===== src/rtl/lutHostPkg.sv =====
package lutHostPkg;

  typedef enum logic [2:0] {
    MODE_ADDR_LO = 3'd0,
    MODE_ADDR_HI = 3'd1,
    MODE_PAL     = 3'd2,
    MODE_CMD     = 3'd3,
    MODE_STAT    = 3'd4,
    MODE_CBUF    = 3'd5,
    MODE_REV     = 3'd6,
    MODE_PRD     = 3'd7
  } hostMode_e;

  // strobes from control to datapath, valid for the accept cycle only
  typedef struct packed {
    logic      wrAddrLo;
    logic      wrAddrHi;
    logic      wrPal;
    logic      wrCmd;
    logic      prdStart;
    logic      prdStop;
    logic      rdEn;
    hostMode_e rdMode;
  } hostStb_t;

  localparam logic [1:0] SEQ_RED   = 2'd0;
  localparam logic [1:0] SEQ_GREEN = 2'd1;
  localparam logic [1:0] SEQ_BLUE  = 2'd2;

endpackage


===== src/rtl/lutHostCtrl.sv =====
module lutHostCtrl
  import lutHostPkg::*;
(
  input  logic       clk,
  input  logic       rstN,
  input  logic       ceN,
  input  logic       rdWr,
  input  logic [2:0] modeSel,
  output hostStb_t   stb,
  output logic       busOe
);

  logic      ceDly;
  logic      accept;
  hostMode_e curMode;

  always_ff @(posedge clk) begin
    if (!rstN) ceDly <= 1'b1;
    else       ceDly <= ceN;
  end

  assign accept  = ceDly & ~ceN;
  assign curMode = hostMode_e'(modeSel);

  always_comb begin
    stb = '0;
    if (accept) begin
      if (rdWr) begin
        stb.rdEn   = 1'b1;
        stb.rdMode = curMode;
        if (curMode == MODE_PRD) stb.prdStop = 1'b1;
      end else begin
        unique case (curMode)
          MODE_ADDR_LO: stb.wrAddrLo = 1'b1;
          MODE_ADDR_HI: stb.wrAddrHi = 1'b1;
          MODE_PAL:     stb.wrPal    = 1'b1;
          MODE_CMD:     stb.wrCmd    = 1'b1;
          MODE_PRD:     stb.prdStart = 1'b1;
          default:      ;  // status, colour buffer, revision: no write effect
        endcase
      end
    end
  end

  always_ff @(posedge clk) begin
    if (!rstN)       busOe <= 1'b0;
    else if (ceN)    busOe <= 1'b0;
    else if (accept) busOe <= rdWr;
  end

endmodule


===== src/rtl/lutHostData.sv =====
module lutHostData
  import lutHostPkg::*;
#(
  parameter int          ADDR_W = 13,
  parameter int          CH_W   = 8,
  parameter logic [2:0]  REV_ID = 3'd5,
  localparam int         HI_W   = ADDR_W - CH_W,
  localparam int         COL_W  = 3 * CH_W,
  localparam int         BRD_W  = CH_W - 4
)(
  input  logic              clk,
  input  logic              rstN,
  input  hostStb_t          stb,
  input  logic [CH_W-1:0]   busIn,
  input  logic              qEmptyN,
  input  logic              qLevelN,
  input  logic              qFullN,
  input  logic [COL_W-1:0]  lutRdData,
  input  logic [BRD_W-1:0]  boardRev,
  output logic [CH_W-1:0]   busOut,
  output logic              qPush,
  output logic [ADDR_W-1:0] qAddr,
  output logic [COL_W-1:0]  qColor,
  output logic [ADDR_W-1:0] addrReg,
  output logic              prdActive,
  output logic [CH_W-1:0]   cmdReg
);

  logic [1:0]      seqCnt;
  logic [CH_W-1:0] redBuf;
  logic [CH_W-1:0] greenBuf;
  logic [CH_W-1:0] palByte [3];
  logic [CH_W-1:0] rdVal;
  logic [CH_W-1:0] statVal;
  logic [CH_W-1:0] revVal;
  logic [CH_W-1:0] hiVal;
  logic [CH_W-1:0] palSel;
  logic [CH_W-1:0] bufSel;

  // split lookup read data into per-channel bytes
  for (genvar g = 0; g < 3; g++) begin : g_chan
    assign palByte[g] = lutRdData[g*CH_W +: CH_W];
  end

  always_comb begin
    statVal    = '0;
    statVal[1:0] = seqCnt;
    statVal[2] = qEmptyN;
    statVal[3] = qLevelN;
    statVal[4] = qFullN;
  end

  always_comb begin
    revVal = '0;
    revVal[2:0] = REV_ID;
    revVal[CH_W-1:4] = boardRev;
  end

  always_comb begin
    hiVal = '0;
    hiVal[HI_W-1:0] = addrReg[ADDR_W-1:CH_W];
  end

  always_comb begin
    case (seqCnt)
      SEQ_RED:   palSel = palByte[0];
      SEQ_GREEN: palSel = palByte[1];
      default:   palSel = palByte[2];
    endcase
    case (seqCnt)
      SEQ_RED:   bufSel = redBuf;
      SEQ_GREEN: bufSel = greenBuf;
      default:   bufSel = '0;
    endcase
  end

  always_comb begin
    unique case (stb.rdMode)
      MODE_ADDR_LO: rdVal = addrReg[CH_W-1:0];
      MODE_ADDR_HI: rdVal = hiVal;
      MODE_PAL:     rdVal = palSel;
      MODE_CMD:     rdVal = cmdReg;
      MODE_STAT:    rdVal = statVal;
      MODE_CBUF:    rdVal = bufSel;
      MODE_REV:     rdVal = revVal;
      default:      rdVal = '0;
    endcase
  end

  always_ff @(posedge clk) begin
    if (!rstN) begin
      addrReg   <= '0;
      seqCnt    <= SEQ_RED;
      redBuf    <= '0;
      greenBuf  <= '0;
      cmdReg    <= '0;
      prdActive <= 1'b0;
      busOut    <= '0;
      qPush     <= 1'b0;
      qAddr     <= '0;
      qColor    <= '0;
    end else begin
      qPush <= 1'b0;
      if (stb.wrAddrLo) begin
        addrReg[CH_W-1:0] <= busIn;
        seqCnt <= SEQ_RED;
      end
      if (stb.wrAddrHi) begin
        addrReg[ADDR_W-1:CH_W] <= busIn[HI_W-1:0];
        seqCnt <= SEQ_RED;
      end
      if (stb.wrPal) begin
        case (seqCnt)
          SEQ_RED: begin
            redBuf <= busIn;
            seqCnt <= SEQ_GREEN;
          end
          SEQ_GREEN: begin
            greenBuf <= busIn;
            seqCnt   <= SEQ_BLUE;
          end
          default: begin
            qPush   <= 1'b1;
            qAddr   <= addrReg;
            qColor  <= {busIn, greenBuf, redBuf};
            seqCnt  <= SEQ_RED;
            addrReg <= addrReg + 1'b1;
          end
        endcase
      end
      if (stb.wrCmd)    cmdReg    <= busIn;
      if (stb.prdStart) prdActive <= 1'b1;
      if (stb.prdStop)  prdActive <= 1'b0;
      if (stb.rdEn) begin
        busOut <= rdVal;
        if (stb.rdMode == MODE_PAL) begin
          if (seqCnt == SEQ_BLUE) begin
            seqCnt  <= SEQ_RED;
            addrReg <= addrReg + 1'b1;
          end else begin
            seqCnt <= seqCnt + 1'b1;
          end
        end
        if (stb.rdMode == MODE_CBUF && seqCnt == SEQ_RED) seqCnt <= SEQ_GREEN;
      end
    end
  end

endmodule


===== src/rtl/lutHostPort.sv =====
module lutHostPort
  import lutHostPkg::*;
#(
  parameter int         ADDR_W = 13,
  parameter int         CH_W   = 8,
  parameter logic [2:0] REV_ID = 3'd5
)(
  input  logic                clk,
  input  logic                rstN,
  input  logic                ceN,
  input  logic                rdWr,
  input  logic [2:0]          modeSel,
  input  logic [CH_W-1:0]     busIn,
  output logic [CH_W-1:0]     busOut,
  output logic                busOe,
  output logic                qPush,
  output logic [ADDR_W-1:0]   qAddr,
  output logic [3*CH_W-1:0]   qColor,
  input  logic                qEmptyN,
  input  logic                qLevelN,
  input  logic                qFullN,
  output logic [ADDR_W-1:0]   lutRdAddr,
  input  logic [3*CH_W-1:0]   lutRdData,
  output logic                prdActive,
  output logic [CH_W-1:0]     cmdReg,
  input  logic [CH_W-5:0]     boardRev
);

  hostStb_t stb;

  lutHostCtrl ctrlI (
    .clk     (clk),
    .rstN    (rstN),
    .ceN     (ceN),
    .rdWr    (rdWr),
    .modeSel (modeSel),
    .stb     (stb),
    .busOe   (busOe)
  );

  lutHostData #(
    .ADDR_W (ADDR_W),
    .CH_W   (CH_W),
    .REV_ID (REV_ID)
  ) dataI (
    .clk       (clk),
    .rstN      (rstN),
    .stb       (stb),
    .busIn     (busIn),
    .qEmptyN   (qEmptyN),
    .qLevelN   (qLevelN),
    .qFullN    (qFullN),
    .lutRdData (lutRdData),
    .boardRev  (boardRev),
    .busOut    (busOut),
    .qPush     (qPush),
    .qAddr     (qAddr),
    .qColor    (qColor),
    .addrReg   (lutRdAddr),
    .prdActive (prdActive),
    .cmdReg    (cmdReg)
  );

endmodule


===== config.mk =====
export PLATFORM = sky130hd
export DESIGN_NAME = lutHostPort
export DESIGN_NICKNAME = d
export VERILOG_FILES = /design/src/rtl/lutHostPkg.sv /design/src/rtl/lutHostCtrl.sv /design/src/rtl/lutHostData.sv /design/src/rtl/lutHostPort.sv
export SDC_FILE = /design/constraint.sdc
export NUM_CORES = 1
export LEC_CHECK = 0
export ABC_CLOCK_PERIOD_IN_PS = 3900
export BUFFER_PORTS_ARGS = -buffer_cell sky130_fd_sc_hd__buf_2
export CORE_UTILIZATION = 39
export CTS_CLUSTER_SIZE = 30
export DETAILED_ROUTE_END_ITERATION = 16
export HOLD_SLACK_MARGIN = 0.12
export PLACE_DENSITY = 0.65
export SYNTH_ARGS = -nofsm -noshare
export SYNTH_HDL_FRONTEND = slang
export SYNTH_SLANG_ARGS = --single-unit

===== constraint.sdc =====
create_clock -name clk -period 3.9 [get_ports clk]
set_clock_uncertainty 0.05 [all_clocks]
set_input_delay 0.195 -clock clk [delete_from_list [all_inputs] [get_ports clk]]
set_output_delay 0.195 -clock clk [all_outputs]
set_load 0.03 [all_outputs]

==> impl_results.rst <==
.. list-table::
   :header-rows: 1

   * - Metric
     - Value
   * - Synth Area per Inst
     - 8.21 sq um
   * - Hold wc startpoint
     - rdWr
   * - Cell variety after synth
     - 53
   * - Worst slew margin relative to its limit
     - about 30%
   * - Resized Gates After CTS
     - 0
   * - Routed WL per cell
     - roughly 17 um
   * - CTS tree
     - yes
   * - Sort of element at the end of the critical path
     - flop
   * - Final HPWL from detailed placement
     - about 9000 um
   * - Share of post-route cells with drive strength above 1
     - 24.1%
   * - First-pass detailed-route iteration total
     - 5
   * - Relative area change from synthesis to final layout
     - 23.4%
   * - Floorplan die area
     - approximately 11,000 sq um
   * - Number of antenna violations at the first check in global routing
     - 0
   * - Ratio of routed vias to standard cells
     - around 5.5
   * - Setup CP Type
     - flop to flop
   * - Placeable core region
     - ~10000 sq um
   * - Wire length after detailed routing
     - between 10,000 and 15,000 um
   * - Crit path launch
     - dataI.seqCnt[1]
   * - Pin slew with the least headroom to its limit
     - ~1000 ps
   * - Vias post-DR
     - 4,067
   * - Effective utilization at floorplan
     - between 40% and 50%
   * - VDD IR max
     - between 0.15 and 0.2 mV
   * - Worst hold path type
     - input port to flop
   * - Critical Path RT
     - 4130 ps
   * - Global-route wire length before repair
     - around 20,000 um
   * - Flip-flop and latch count after synthesis
     - 88
   * - RSZ-0062 raised after global routing
     - false
   * - Power per cell area
     - 339 nW/um^2
   * - Master of the slowest instance on the critical path
     - dfxtp_1
   * - Overall power after layout
     - about 1.7 mW
   * - Cell family with the largest share of critical-path delay
     - simple AND/OR/NAND/NOR gates
   * - Number of flops mapped to enable cells by yosys
     - 0
   * - Leading cell type in the layout, fill and taps excluded
     - buf_2
   * - Buffers & Inverters on Critical Path
     - 2
   * - Portion of the post-synthesis area used by sequential elements
     - about 43%
   * - Total of max-cap violations
     - 0
   * - Kind of start point of the critical path
     - flop
   * - Status
     - finished, final reports clean
   * - Clk buf depth
     - 2
   * - Reg clk slew, reported paths
     - 90 ps
   * - Die height
     - between 100 and 150 um
   * - Max-slew violation count
     - 0
   * - Critical path cell sequence
     - inv_1, nor3_4, buf_4, nand2_1, a21oi_1
   * - Top-Level Pins
     - 115
   * - Remaining global-route overflow
     - 0
   * - Warning count from the yosys run
     - 0
   * - Number of clock sinks seen by CTS
     - 88
   * - Crit path arrival time
     - about 2800 ps
   * - Clock latency reported for the late side of the worst-skew pair
     - between 300 and 400 ps
   * - Maximum fanout encountered on the critical timing path
     - 23
   * - Total of endpoints with negative setup slack in the final report
     - 0
   * - Buffers added on ports
     - approximately 110
   * - Number of placement rows
     - 36
   * - Period Utilization, post-route
     - ~66%
   * - Minimum clock period after layout
     - about 2600 ps
   * - Number of cells produced by synthesis
     - roughly 500
   * - Global placer's final weighted congestion
     - roughly 0.97
   * - Proportion of netlist area held by the largest area contributor
     - 43.3%
   * - Post-layout nets
     - between 600 and 700
   * - ANT cells
     - 0
   * - Crit-path max cell delay
     - between 800 and 900 ps
   * - Floorplan die width
     - approximately 100 um
   * - Commonest cells after routing, fill and taps aside
     - 114 x buf_2, 99 x nand2_1, 88 x dfxtp_1
   * - Pin count of the biggest net entering global routing
     - between 40 and 50
   * - H-tree level count
     - 3
   * - Total global routing track utilization
     - 23.7%
   * - Synthesized netlist net count
     - around 540
   * - Via count of the first global-routing pass
     - about 3.9k
   * - Total leakage power
     - 2.07 nW
   * - Dominant cell type by area after synthesis
     - dfxtp_1
   * - Setup TNS after final layout
     - 0 ps
   * - Post-synthesis async set-or-reset flop share
     - 0%
   * - Launching point of the worst reg2reg path
     - dataI.seqCnt[1]
   * - Most frequently used flop master after synthesis
     - dfxtp_1
   * - Peak clock frequency supported by timing
     - roughly 0.39 GHz
   * - Cell at the root of the clock tree
     - clkbuf_8
   * - Synth Cell Area
     - just over 4000 sq um
   * - Fin. Hold Viols
     - 0
   * - Hold Worst Slack
     - ~180 ps
   * - Final routed DRC violation total
     - 0
   * - Number of buffers created by CTS
     - 9
   * - 1st-iter DRT viols
     - roughly 250
   * - Remaining antenna violation count after routing
     - 0
   * - Area contributors post-synth
     - dfxtp_1 43%, mux2i_1 9.3%, nand2_1 9.1%
[cells by family (layout without fill, tap and decap cells)]
group           count (synthesis)  after routing  share of synthesized area [%]
fa+ha+maj                       1              1                          0.307
flops                          88             88                           43.3
simple gates                  207            207                           23.5
mux                            45             45                           11.3
compound gates                119            119                           18.1
buf+inv                        36            149                           3.50
[stage by stage]
stage,cell area (sq um),std cells,util (%),setup slack [ps]
floorplan,4070,496,-,1940
global placement,4710,715,47.3,1380
detailed placement,4710,715,47.3,1350
CTS,5020,742,50.5,1330
global route,5020,742,50.5,985
finish,5020,742,50.5,1310
[power breakdown]
group / leakage [nW] / internal, mW / switching, mW
clock: 0.0994 / 0.307 / 0.354
sequential: 0.709 / 0.903 / 0.00763
combinational: 1.26 / 0.0493 / 0.0842
[synth_stat cells (2+ instances only)]
master	count
and2_1	5
mux2_2	6
a22o_1	4
a32o_1	2
nor2_1	46
nor2b_1	3
and3_1	3
a31oi_1	2
buf_1	3
nand2b_1	6
o21ai_1	4
a2bb2oi_1	3
a211oi_1	7
nor4_1	3
nand2_1	99
o22ai_1	3
buf_2	6
a221oi_1	6
a21oi_1	58
mux2i_1	38
nor3_1	7
nand3_1	15
inv_1	3
or4_1	2
nand4_1	5
clkbuf_1	23
a311oi_1	3
dfxtp_1	88
or3_1	2
a22oi_1	8
o21ai_0	11
[metal layers]
metal	track usage (%)	vias up	part of all wire [%]
met3	4.01	18	7.3
met5	0	-	0
li1	-	1975	-
met4	7.45	0	1.6
met1	31.3	1879	44
met2	39.4	195	47
[layout make-up]
type / instances / area (sq um)
clock buffers: 10 / 128
clock inverters: 6 / 75.1
fillers: 987 / 4930
inverters: 4 / 15.0
multi-input cells: 372 / 2170
flip-flops and latches: 88 / 1760
well taps: 133 / 166
repair buffers: 129 / 711
[worst paths after layout]
check	slack, ps	endpoint	depth (start not counted)
setup / recovery	1310	dataI.qAddr[10]	5
hold / removal	180	dataI.prdActive	2
setup reg to reg	1310	dataI.qAddr[10]	5
hold reg to reg	410	dataI.qColor[10]	2
[sequential cells by signal (all words and copies together), names as in the netlist]
signal	flops
dataI.qColor	24
dataI.cmdReg	8
ctrlI.busOe	1
dataI.qPush	1
dataI.busOut	8
dataI.redBuf	8
ctrlI.ceDly	1
dataI.qAddr	13
dataI.prdActive	1
dataI.greenBuf	8
dataI.addrReg	13
dataI.seqCnt	2
[what timing repair did]
action	CTS	global route
hold buffers	11	0
hold endpoints to repair	18	0
buffers inserted	0	0
No activity file was read; power rests on OpenSTA's default activity.
